[config.mk]
export PLATFORM = sky130hd
export DESIGN_NAME = tdma_slot_sequencer
export DESIGN_NICKNAME = d
export VERILOG_FILES = /design/src/rtl/tdma_seq_pkg.sv /design/src/rtl/slot_tick_gen.sv /design/src/rtl/slot_cmd_mem.sv /design/src/rtl/slot_cmd_exec.sv /design/src/rtl/tdma_slot_sequencer.sv
export SDC_FILE = /design/constraint.sdc
export NUM_CORES = 1
export LEC_CHECK = 0
export BUFFER_PORTS_ARGS = -buffer_cell sky130_fd_sc_hd__buf_2
export CORE_ASPECT_RATIO = 0.7
export CORE_MARGIN = 1.5
export CORE_UTILIZATION = 40
export CTS_CLUSTER_SIZE = 8
export DETAILED_ROUTE_END_ITERATION = 10
export PLACE_DENSITY = 0.66
export SLEW_MARGIN = 20
export SYNTH_ARGS = -nofsm -noshare
export SYNTH_HDL_FRONTEND = slang
export SYNTH_SLANG_ARGS = --single-unit
export TNS_END_PERCENT = 20
[constraint.sdc]
create_clock -name clk -period 3.2 [get_ports clk]
set_input_delay 0.48 -clock clk [delete_from_list [all_inputs] [get_ports clk]]
set_output_delay 0.48 -clock clk [all_outputs]
set_load 0.02 [all_outputs]
[src/rtl/tdma_seq_pkg.sv]
package tdma_seq_pkg;
   localparam int OPC_W = 4;

   typedef enum logic [OPC_W-1:0] {
      OP_NOP         = 4'd0,
      OP_PLL_LOCK    = 4'd1,
      OP_TX_MUTE     = 4'd2,
      OP_TX_UNMUTE   = 4'd3,
      OP_TX_DATA_ON  = 4'd4,
      OP_TX_DATA_OFF = 4'd5
   } slot_op_e;
endpackage

[src/rtl/slot_tick_gen.sv]
module slot_tick_gen #(
   parameter int unsigned CLK_PER_SLOT = 1000
) (
   input  logic clk,
   input  logic rst_n,
   input  logic run,
   output logic tick
);
   localparam int unsigned CNT_W = (CLK_PER_SLOT > 1) ? $clog2(CLK_PER_SLOT) : 1;
   localparam logic [CNT_W-1:0] CNT_LAST = CNT_W'(CLK_PER_SLOT - 1);

   generate
      if (CLK_PER_SLOT < 2) begin : g_bad_div
         $error("slot_tick_gen: CLK_PER_SLOT must be at least 2");
      end
   endgenerate

   logic [CNT_W-1:0] cnt_q;

   always_ff @(posedge clk or negedge rst_n) begin
      if (!rst_n) begin
         cnt_q <= '0;
      end else if (!run || cnt_q == CNT_LAST) begin
         cnt_q <= '0;
      end else begin
         cnt_q <= cnt_q + 1'b1;
      end
   end

   assign tick = run && (cnt_q == CNT_LAST);

   // boundaries are at least two cycles apart
   p_tick_gap_r2: assert property (@(posedge clk) disable iff (!rst_n)
      tick |=> !tick);

   // no boundary in the cycle after a stopped cycle
   p_idle_no_tick_r2: assert property (@(posedge clk) disable iff (!rst_n)
      !run |=> !tick);
endmodule

[src/rtl/slot_cmd_mem.sv]
module slot_cmd_mem #(
   parameter int SLOT_DEPTH     = 64,
   parameter int WORD_W         = 8,
   parameter bit CLEAR_ON_RESET = 1'b1,
   localparam int ADDR_W        = $clog2(SLOT_DEPTH)
) (
   input  logic              clk,
   input  logic              rst_n,
   input  logic              lock,
   input  logic              wr_en,
   input  logic [ADDR_W-1:0] wr_addr,
   input  logic [WORD_W-1:0] wr_data,
   input  logic [ADDR_W-1:0] rd_addr,
   output logic [WORD_W-1:0] rd_data
);
   generate
      if ((1 << ADDR_W) != SLOT_DEPTH || SLOT_DEPTH < 2) begin : g_bad_depth
         $error("slot_cmd_mem: SLOT_DEPTH must be a power of two, at least 2");
      end
   endgenerate

   logic [WORD_W-1:0] mem_q [SLOT_DEPTH];
   logic              wr_take;

   assign wr_take = wr_en && !lock;

   generate
      if (CLEAR_ON_RESET) begin : g_clear
         always_ff @(posedge clk or negedge rst_n) begin
            if (!rst_n) begin
               for (int i = 0; i < SLOT_DEPTH; i++) begin
                  mem_q[i] <= '0;
               end
            end else if (wr_take) begin
               mem_q[wr_addr] <= wr_data;
            end
         end
      end else begin : g_noclear
         always_ff @(posedge clk) begin
            if (wr_take) begin
               mem_q[wr_addr] <= wr_data;
            end
         end
      end
   endgenerate

   assign rd_data = mem_q[rd_addr];

   logic [WORD_W-1:0] wr_old;
   assign wr_old = mem_q[wr_addr];

   // a write during playback leaves the word unchanged
   p_wr_locked_r9: assert property (@(posedge clk) disable iff (!rst_n)
      (wr_en && lock) |=> (mem_q[$past(wr_addr)] == $past(wr_old)));

   // a write while stopped lands in the store
   p_wr_taken_r9: assert property (@(posedge clk) disable iff (!rst_n)
      (wr_en && !lock) |=> (mem_q[$past(wr_addr)] == $past(wr_data)));
endmodule

[src/rtl/slot_cmd_exec.sv]
module slot_cmd_exec
   import tdma_seq_pkg::*;
#(
   parameter int ADDR_W = 6
) (
   input  logic              clk,
   input  logic              rst_n,
   input  logic              run,
   input  logic              tick,
   input  logic [OPC_W-1:0]  opcode,
   input  logic [ADDR_W-1:0] epoch_last,
   output logic [ADDR_W-1:0] slot_q,
   output logic              pll_pulse,
   output logic              tx_unmuted,
   output logic              tx_data_on
);
   logic [ADDR_W-1:0] last_q;

   always_ff @(posedge clk or negedge rst_n) begin
      if (!rst_n) begin
         slot_q     <= '0;
         last_q     <= '0;
         pll_pulse  <= 1'b0;
         tx_unmuted <= 1'b0;
         tx_data_on <= 1'b0;
      end else begin
         pll_pulse <= 1'b0;
         if (!run) begin
            slot_q     <= '0;
            last_q     <= epoch_last;
            tx_unmuted <= 1'b0;
            tx_data_on <= 1'b0;
         end else if (tick) begin
            slot_q <= (slot_q == last_q) ? '0 : slot_q + 1'b1;
            case (opcode)
               OP_PLL_LOCK:    pll_pulse  <= 1'b1;
               OP_TX_MUTE:     tx_unmuted <= 1'b0;
               OP_TX_UNMUTE:   tx_unmuted <= 1'b1;
               OP_TX_DATA_ON:  tx_data_on <= 1'b1;
               OP_TX_DATA_OFF: tx_data_on <= 1'b0;
               default:        ;
            endcase
         end
      end
   end

   // the lock strobe never lasts two cycles
   p_pulse_single_r3: assert property (@(posedge clk) disable iff (!rst_n)
      pll_pulse |=> !pll_pulse);

   // the final slot of the epoch is followed by slot zero
   p_wrap_zero_r7: assert property (@(posedge clk) disable iff (!rst_n)
      (run && tick && slot_q == last_q) |=> (slot_q == '0));

   // the pointer moves only on a boundary
   p_slot_hold_r2: assert property (@(posedge clk) disable iff (!rst_n)
      (run && !tick) |=> $stable(slot_q));

   // levels hold between boundaries
   p_level_hold_r4: assert property (@(posedge clk) disable iff (!rst_n)
      (run && !tick) |=> ($stable(tx_unmuted) && $stable(tx_data_on)));

   // stopping silences the transmitter
   p_mute_on_stop_r8: assert property (@(posedge clk) disable iff (!rst_n)
      !run |=> (!tx_unmuted && !tx_data_on && slot_q == '0));

   // the wrap point is frozen during playback
   p_epoch_frozen_r10: assert property (@(posedge clk) disable iff (!rst_n)
      (run && $past(run)) |-> $stable(last_q));
endmodule

[src/rtl/tdma_slot_sequencer.sv]
module tdma_slot_sequencer
   import tdma_seq_pkg::*;
#(
   parameter int unsigned CLK_PER_SLOT = 1000,
   parameter int SLOT_DEPTH            = 64,
   parameter int WORD_W                = 8,
   parameter bit CLEAR_ON_RESET        = 1'b1,
   localparam int ADDR_W               = $clog2(SLOT_DEPTH)
) (
   input  logic              clk,
   input  logic              rst_n,
   input  logic              seq_en,
   input  logic [ADDR_W-1:0] epoch_last,
   input  logic              wr_en,
   input  logic [ADDR_W-1:0] wr_addr,
   input  logic [WORD_W-1:0] wr_data,
   output logic [ADDR_W-1:0] cur_slot,
   output logic              pll_lock_pulse,
   output logic              tx_unmuted,
   output logic              tx_data_on
);
   generate
      if (WORD_W < OPC_W) begin : g_bad_word
         $error("tdma_slot_sequencer: WORD_W must hold the opcode field");
      end
   endgenerate

   logic              slot_tick;
   logic [WORD_W-1:0] slot_word;
   logic [OPC_W-1:0]  slot_opc;

   slot_tick_gen #(
      .CLK_PER_SLOT(CLK_PER_SLOT)
   ) u_tick (
      .clk  (clk),
      .rst_n(rst_n),
      .run  (seq_en),
      .tick (slot_tick)
   );

   slot_cmd_mem #(
      .SLOT_DEPTH    (SLOT_DEPTH),
      .WORD_W        (WORD_W),
      .CLEAR_ON_RESET(CLEAR_ON_RESET)
   ) u_mem (
      .clk    (clk),
      .rst_n  (rst_n),
      .lock   (seq_en),
      .wr_en  (wr_en),
      .wr_addr(wr_addr),
      .wr_data(wr_data),
      .rd_addr(cur_slot),
      .rd_data(slot_word)
   );

   assign slot_opc = slot_word[OPC_W-1:0];

   generate
      if (WORD_W > OPC_W) begin : g_spare
         logic unused_spare;
         assign unused_spare = ^slot_word[WORD_W-1:OPC_W];
      end
   endgenerate

   slot_cmd_exec #(
      .ADDR_W(ADDR_W)
   ) u_exec (
      .clk       (clk),
      .rst_n     (rst_n),
      .run       (seq_en),
      .tick      (slot_tick),
      .opcode    (slot_opc),
      .epoch_last(epoch_last),
      .slot_q    (cur_slot),
      .pll_pulse (pll_lock_pulse),
      .tx_unmuted(tx_unmuted),
      .tx_data_on(tx_data_on)
   );
endmodule

==> impl_metrics.env, run 1 <==
export IMPL_via_per_inst=5.65
export IMPL_finalSetupTns_ns=0
export IMPL_grt_max_degree=91
export IMPL_dp_slack_ns=0.248
export IMPL_powerDensity_nw_per_um2=554
export IMPL_port_buffers=28
export IMPL_power_total_w=0.00834
export IMPL_cts_resized=0
export IMPL_routed_wl_mm=31.3
export IMPL_diodes=0
export IMPL_crit_type="reg -> reg"
export IMPL_synth_area_per_cell_um2=14.2
export IMPL_synth_edf_count=0
export IMPL_layout_common_cells="279 x dfrtp_1, 264 x mux2_2, 63 x mux4_2"
export IMPL_dp_cells=1363
export IMPL_max_freq_ghz=0.336
export IMPL_ys_types=51
export IMPL_drive_gt1_frac=0.449
export IMPL_die_area_um2=34200
export IMPL_wl_per_cell_um=22.2
export IMPL_grt_pass1_vias=8278
export IMPL_clk_path_buf_depth=3
export IMPL_relSlewSlack=0.462
export IMPL_fp_dieW_um=220
export IMPL_clk_pin_slew_ns=0.05
export IMPL_path_max_fanout=22
export IMPL_hp_class="in -> async"
export IMPL_min_period_over_period=0.930
export IMPL_setup_ws_ns=0.225
export IMPL_cts_hold_buf=0
export IMPL_insertion_delay_ns=0.52
export IMPL_start_util=0.408
export IMPL_skew_ns=0.00893
export IMPL_synth_cells=933
export IMPL_grt_pass1_wl_mm=49.5
export IMPL_final_common_cell="dfrtp_1"
export IMPL_rsz0062_at_grt="no"
export IMPL_fill_cells=2847
export IMPL_yosysTopAreaCellShare=0.532
export IMPL_critPathLaunchType="flip-flop"
export IMPL_async_reset_ff_frac=1.00
export IMPL_yosys_area_top_type="dfrtp_1"
export IMPL_antenna_left=0
export IMPL_drc=0
export IMPL_die_h_um=155
export IMPL_leakage_nw=6.81
export IMPL_rows=55
export IMPL_post_cts_setup_buffers=0
export IMPL_grt_ovfl_total=0
export IMPL_ios=33
export IMPL_worst_pin_slew_ns=0.801
export IMPL_numCtsBuffers=41
export IMPL_fin_nets=1005
export IMPL_cp_data_arrival_time_ns=3.41
export IMPL_vias=7962
export IMPL_stdcell_count=1409
export IMPL_area_growth_pct=13.9
export IMPL_ys_seq_elements=281
export IMPL_dr_pass1_iters=7
export IMPL_drv_slew=0
export IMPL_synth_fp_nets=959
export IMPL_whs_ns=-0.0204
export IMPL_grt_antenna_before_repair=0
export IMPL_track_usage=0.191
export IMPL_register_area_um2=7040
export IMPL_post_route_min_period_ns=2.97
export IMPL_irDropWorstVdd_uv=423
export IMPL_hold_viol_final=7
export IMPL_synth_ff_type="dfrtp_1"
export IMPL_multi_input_area_um2=5880
export IMPL_tritoncts="yes"
export IMPL_syn_cell_area_um2=13200
export IMPL_violations="hold timing"
export IMPL_gp_congestion=0.798
export IMPL_h_tree_depth=2
export IMPL_drv_cap=0
export IMPL_cp_end_kind="flip-flop"
export IMPL_initialDrtViolationCount=577
export IMPL_netlist_top_cells_area="dfrtp_1 53%, mux2_2 22%, mux4_2 11%"
export IMPL_cp_required_ns=3.64
export IMPL_cts_root_buf="clkbuf_16"
export IMPL_status="finished, violations left"
export IMPL_clock_sinks=281
export IMPL_coreArea_um2=32400
export IMPL_yosysSeqAreaShare=0.532
export IMPL_finalSetupViolCount=0
export IMPL_ys_warn_count=0
export IMPL_hpwl_mm=21.3
-- worst paths after layout --
kind	startpoint	to	slack, ns	cells past startpoint
worst max-delay path	u_exec.slot_q[0]	u_exec.tx_unmuted	0.23	8
worst max register to register	u_exec.slot_q[0]	u_exec.tx_unmuted	0.23	8
worst min register to register	u_tick.cnt_q[0]	u_tick.cnt_q[0]	0.47	1
worst min-delay path	rst_n	u_mem.mem_q[33]	-0.02	1
min in group clk	epoch_last[5]	u_exec.last_q[5]	0.19	2
max in group asynchronous	rst_n	u_exec.last_q[1]	2.31	2
-- power breakdown --
group,switching (W),internal (W),leakage [nW]
logic,0.000302,0.000341,2.48
registers,0.000137,0.00384,3.81
clock network,0.00146,0.00226,0.521
-- worst max-delay path: stages (launching register included) --
cell     delay [ns]
dfrtp_4        0.57
buf_12         0.25
mux2_1         0.34
o22ai_1        0.33
nor4_1         0.14
o21a_1         0.24
a221o_1        0.31
or4_1          0.53
a21oi_1        0.17
-- layout make-up --
class                           instances  area share
Sequential cell                       281       0.467
Multi-Input combinational cell        586       0.391
Clock buffer                           43      0.0686
Tap cell                              427      0.0355
Timing Repair Buffer                   61      0.0342
Inverter                                8     0.00199
Clock inverter                          3     0.00174
-- registers in the layout, summed over array words and instances, names as in the netlist --
name / flops
u_exec.last_q: 6
u_exec.pll_pulse: 1
u_exec.slot_q: 6
u_exec.tx_data_on: 1
u_exec.tx_unmuted: 1
u_mem.mem_q: 256
u_tick.cnt_q: 10
-- synth_stat cells (all sizes together) (2+ instances only) --
| master | instances |
|---|---|
| a21oi | 2 |
| a22oi | 9 |
| a311oi | 3 |
| and2 | 3 |
| buf | 19 |
| clkbuf | 39 |
| dfrtp | 281 |
| ha | 2 |
| inv | 8 |
| mux2 | 268 |
| mux2i | 5 |
| mux4 | 65 |
| nand2 | 61 |
| nand2b | 7 |
| nand3 | 24 |
| nand3b | 2 |
| nand4 | 5 |
| nor2 | 57 |
| nor2b | 9 |
| nor3 | 7 |
| nor3b | 3 |
| nor4 | 6 |
| o21ai | 5 |
| o22ai | 3 |
| o31ai | 2 |
| or3 | 4 |
| or3b | 3 |
| xnor2 | 7 |
| xor2 | 8 |
-- cells by family (layout without fill, tap and decap cells) --
family,after synthesis,after routing,share of synthesized area
compound gates,35,35,0.0197
xor+xnor,15,15,0.00994
fa+ha+maj,2,2,0.00189
buf+inv,66,115,0.0234
flops,281,281,0.532
mux,338,338,0.343
simple gates,196,196,0.0696
-- metal layers --
metal	GRT usage	share of wire	vias up
li1	-	-	3512
met4	0.0444	0.016	0
met5	0	0	-
met1	0.295	0.49	4190
met3	0.0491	0.067	46
met2	0.266	0.43	214
-- per-stage QoR --
stage               utilization  cell area [µm²]
CTS                       0.464            15000
floorplan                     -            13200
global placement          0.432            14000
finish                    0.465            15100
global route              0.465            15100
detailed placement        0.432            14000
Power figures use the tool's default switching activity.
==> inputs of run 2 (changes only) <==
Settings changed: PLACE_DENSITY 0.66 to 0.68.
Clock period 3.2 ns to 2.4 ns, I/O delays scaled along.
==> run 2 against run 1 <==
Compared with the run above: the run ends with setup timing left; clock power up 38%; routed wire length up 11%; setup slack worse by 0.59 ns; sequential share of layout area down 2.1 points; core utilization up 2.2 points; non-clock buffer count up 60; first-iteration DRC count up 32%; hold slack better by 0.069 ns.
==> impl_metrics.env, run 2 (synthesized netlist as in run 1, its figures left out) <==
export IMPL_status="finished, violations left"
export IMPL_violations="setup timing"
export IMPL_ios=33
export IMPL_drive_gt1_frac=0.495
export IMPL_top_regs="u_mem.mem_q (256), u_tick.cnt_q (10)"
export IMPL_dp_slack_ns=-0.285
export IMPL_port_buffers=28
export IMPL_critPathLaunchType="flip-flop"
export IMPL_drv_slew=0
export IMPL_hp_start="epoch_last[2]"
export IMPL_crit_type="reg -> reg"
export IMPL_rsz0062_at_grt="yes"
export IMPL_numCtsBuffers=41
export IMPL_drc=0
export IMPL_clk_pin_slew_ns=0.05
export IMPL_fp_dieW_um=220
export IMPL_rows=55
export IMPL_antenna_left=0
export IMPL_cp_required_ns=2.85
export IMPL_skew_ns=0.0241
export IMPL_grt_pass1_vias=8596
export IMPL_hold_viol_final=0
export IMPL_setup_ws_ns=-0.368
export IMPL_insertion_delay_ns=0.55
export IMPL_drv_cap=0
export IMPL_powerDensity_nw_per_um2=722
export IMPL_worst_pin_slew_ns=1.23
export IMPL_startpoint="u_exec.slot_q[0]"
export IMPL_track_usage=0.207
export IMPL_grt_max_degree=65
export IMPL_hpwl_mm=23.0
export IMPL_max_freq_ghz=0.361
export IMPL_path_max_fanout=6
export IMPL_wl_per_cell_um=23.5
export IMPL_vias=8491
export IMPL_cp_end_kind="flip-flop"
export IMPL_relSlewSlack=0.174
export IMPL_finalSetupViolCount=3
export IMPL_register_area_um2=7040
export IMPL_post_route_min_period_ns=2.77
export IMPL_fill_cells=2772
export IMPL_start_util=0.408
export IMPL_leakage_nw=7.18
export IMPL_dr_pass1_iters=5
export IMPL_clock_sinks=281
export IMPL_cp_data_arrival_time_ns=3.22
export IMPL_timing_rr_start="u_exec.slot_q[0]"
export IMPL_area_growth_pct=19.3
export IMPL_grt_ovfl_total=0
export IMPL_hp_class="in -> reg"
export IMPL_fin_nets=1065
export IMPL_h_tree_depth=2
export IMPL_multi_input_area_um2=5960
export IMPL_largest_register="u_mem.mem_q"
export IMPL_clk_path_buf_depth=3
export IMPL_tritoncts="yes"
export IMPL_initialDrtViolationCount=760
export IMPL_gp_congestion=0.868
export IMPL_die_h_um=155
export IMPL_coreArea_um2=32400
export IMPL_dp_cells=1412
export IMPL_cts_root_buf="clkbuf_16"
export IMPL_grt_antenna_before_repair=2
export IMPL_finalSetupTns_ns=-1.01
export IMPL_irDropWorstVdd_uv=588
export IMPL_via_per_inst=5.76
export IMPL_final_common_cell="dfrtp_1"
export IMPL_min_period_over_period=1.15
export IMPL_stdcell_count=1473
export IMPL_die_area_um2=34200
export IMPL_layout_common_cells="279 x dfrtp_1, 263 x mux2_2, 73 x buf_4"
export IMPL_whs_ns=0.0483
export IMPL_grt_pass1_wl_mm=53.1
export IMPL_largest_register_ffs=256
export IMPL_routed_wl_mm=34.6
[run 2: cell count changes in the layout (fill, tap and decap cells not counted), moves of 3 or more]
cell and change:
a22oi_1 -4, a22oi_2 +4, buf_12 +7, buf_4 +47, clkbuf_16 +3
[run 2: path summary, 6_finish.rpt]
path	to	slack [ns]	cells after the start
min in group asynchronous	u_mem.mem_q[128]	0.38	2
worst max-delay path	u_exec.tx_data_on	-0.37	8
worst min-delay path	u_exec.last_q[2]	0.05	2
worst max register to register	u_exec.tx_data_on	-0.37	8
worst min register to register	u_tick.cnt_q[0]	0.46	1
max in group asynchronous	u_mem.mem_q[386]	1.29	3
[run 2: final cells by class]
type / count / share of cell area
Sequential cell: 281 / 0.446
Inverter: 8 / 0.00191
Multi-Input combinational cell: 586 / 0.378
Clock buffer: 45 / 0.0674
Timing Repair Buffer: 121 / 0.0691
Clock inverter: 3 / 0.00286
Antenna cell: 2 / 0.000318
Tap cell: 427 / 0.0339
[run 2: routing by layer]
layer  share of wire  wire length [µm]  track usage
met1            0.47             16400        0.315
met2            0.42             14500        0.285
met3           0.086              3000       0.0614
met4           0.022               772       0.0577
met5               0                 0            0
[run 2: power breakdown]
group          internal, W  switching [W]  total, W
Combinational     0.000475       0.000431  0.000905
Clock              0.00310        0.00205   0.00515
Sequential         0.00512       0.000204   0.00532
Total              0.00869        0.00268    0.0114
[run 2: timing repair]
item | CTS | global route
buffers inserted | 3 | 5
hold buffers | 1 | 0
resized for setup | 3 | 16
endpoints found under the setup margin | 3 | 7
cloned | 1 | 2
pin swaps | 0 | 12
endpoints found under the hold margin | 54 | 0
[run 2: critical path, cell delays in order, from the launching register on]
cell and delay [ns]:
dfrtp_4 0.56, buf_12 0.17, buf_4 0.15, mux4_2 0.50, mux4_2 0.50, mux2i_1 0.30
mux2_4 0.23, a311oi_1 0.06, a211oi_2 0.21
[run 2: through the flow]
step	power, W	cell area [µm²]	utilization
final	0.0114	15800	0.486
after global placement	0.00623	14400	0.446
after floorplan	0.00589	13200	-
after global routing	0.0118	15800	0.486
after CTS	0.0114	15600	0.482
after detailed placement	0.00627	14400	0.446
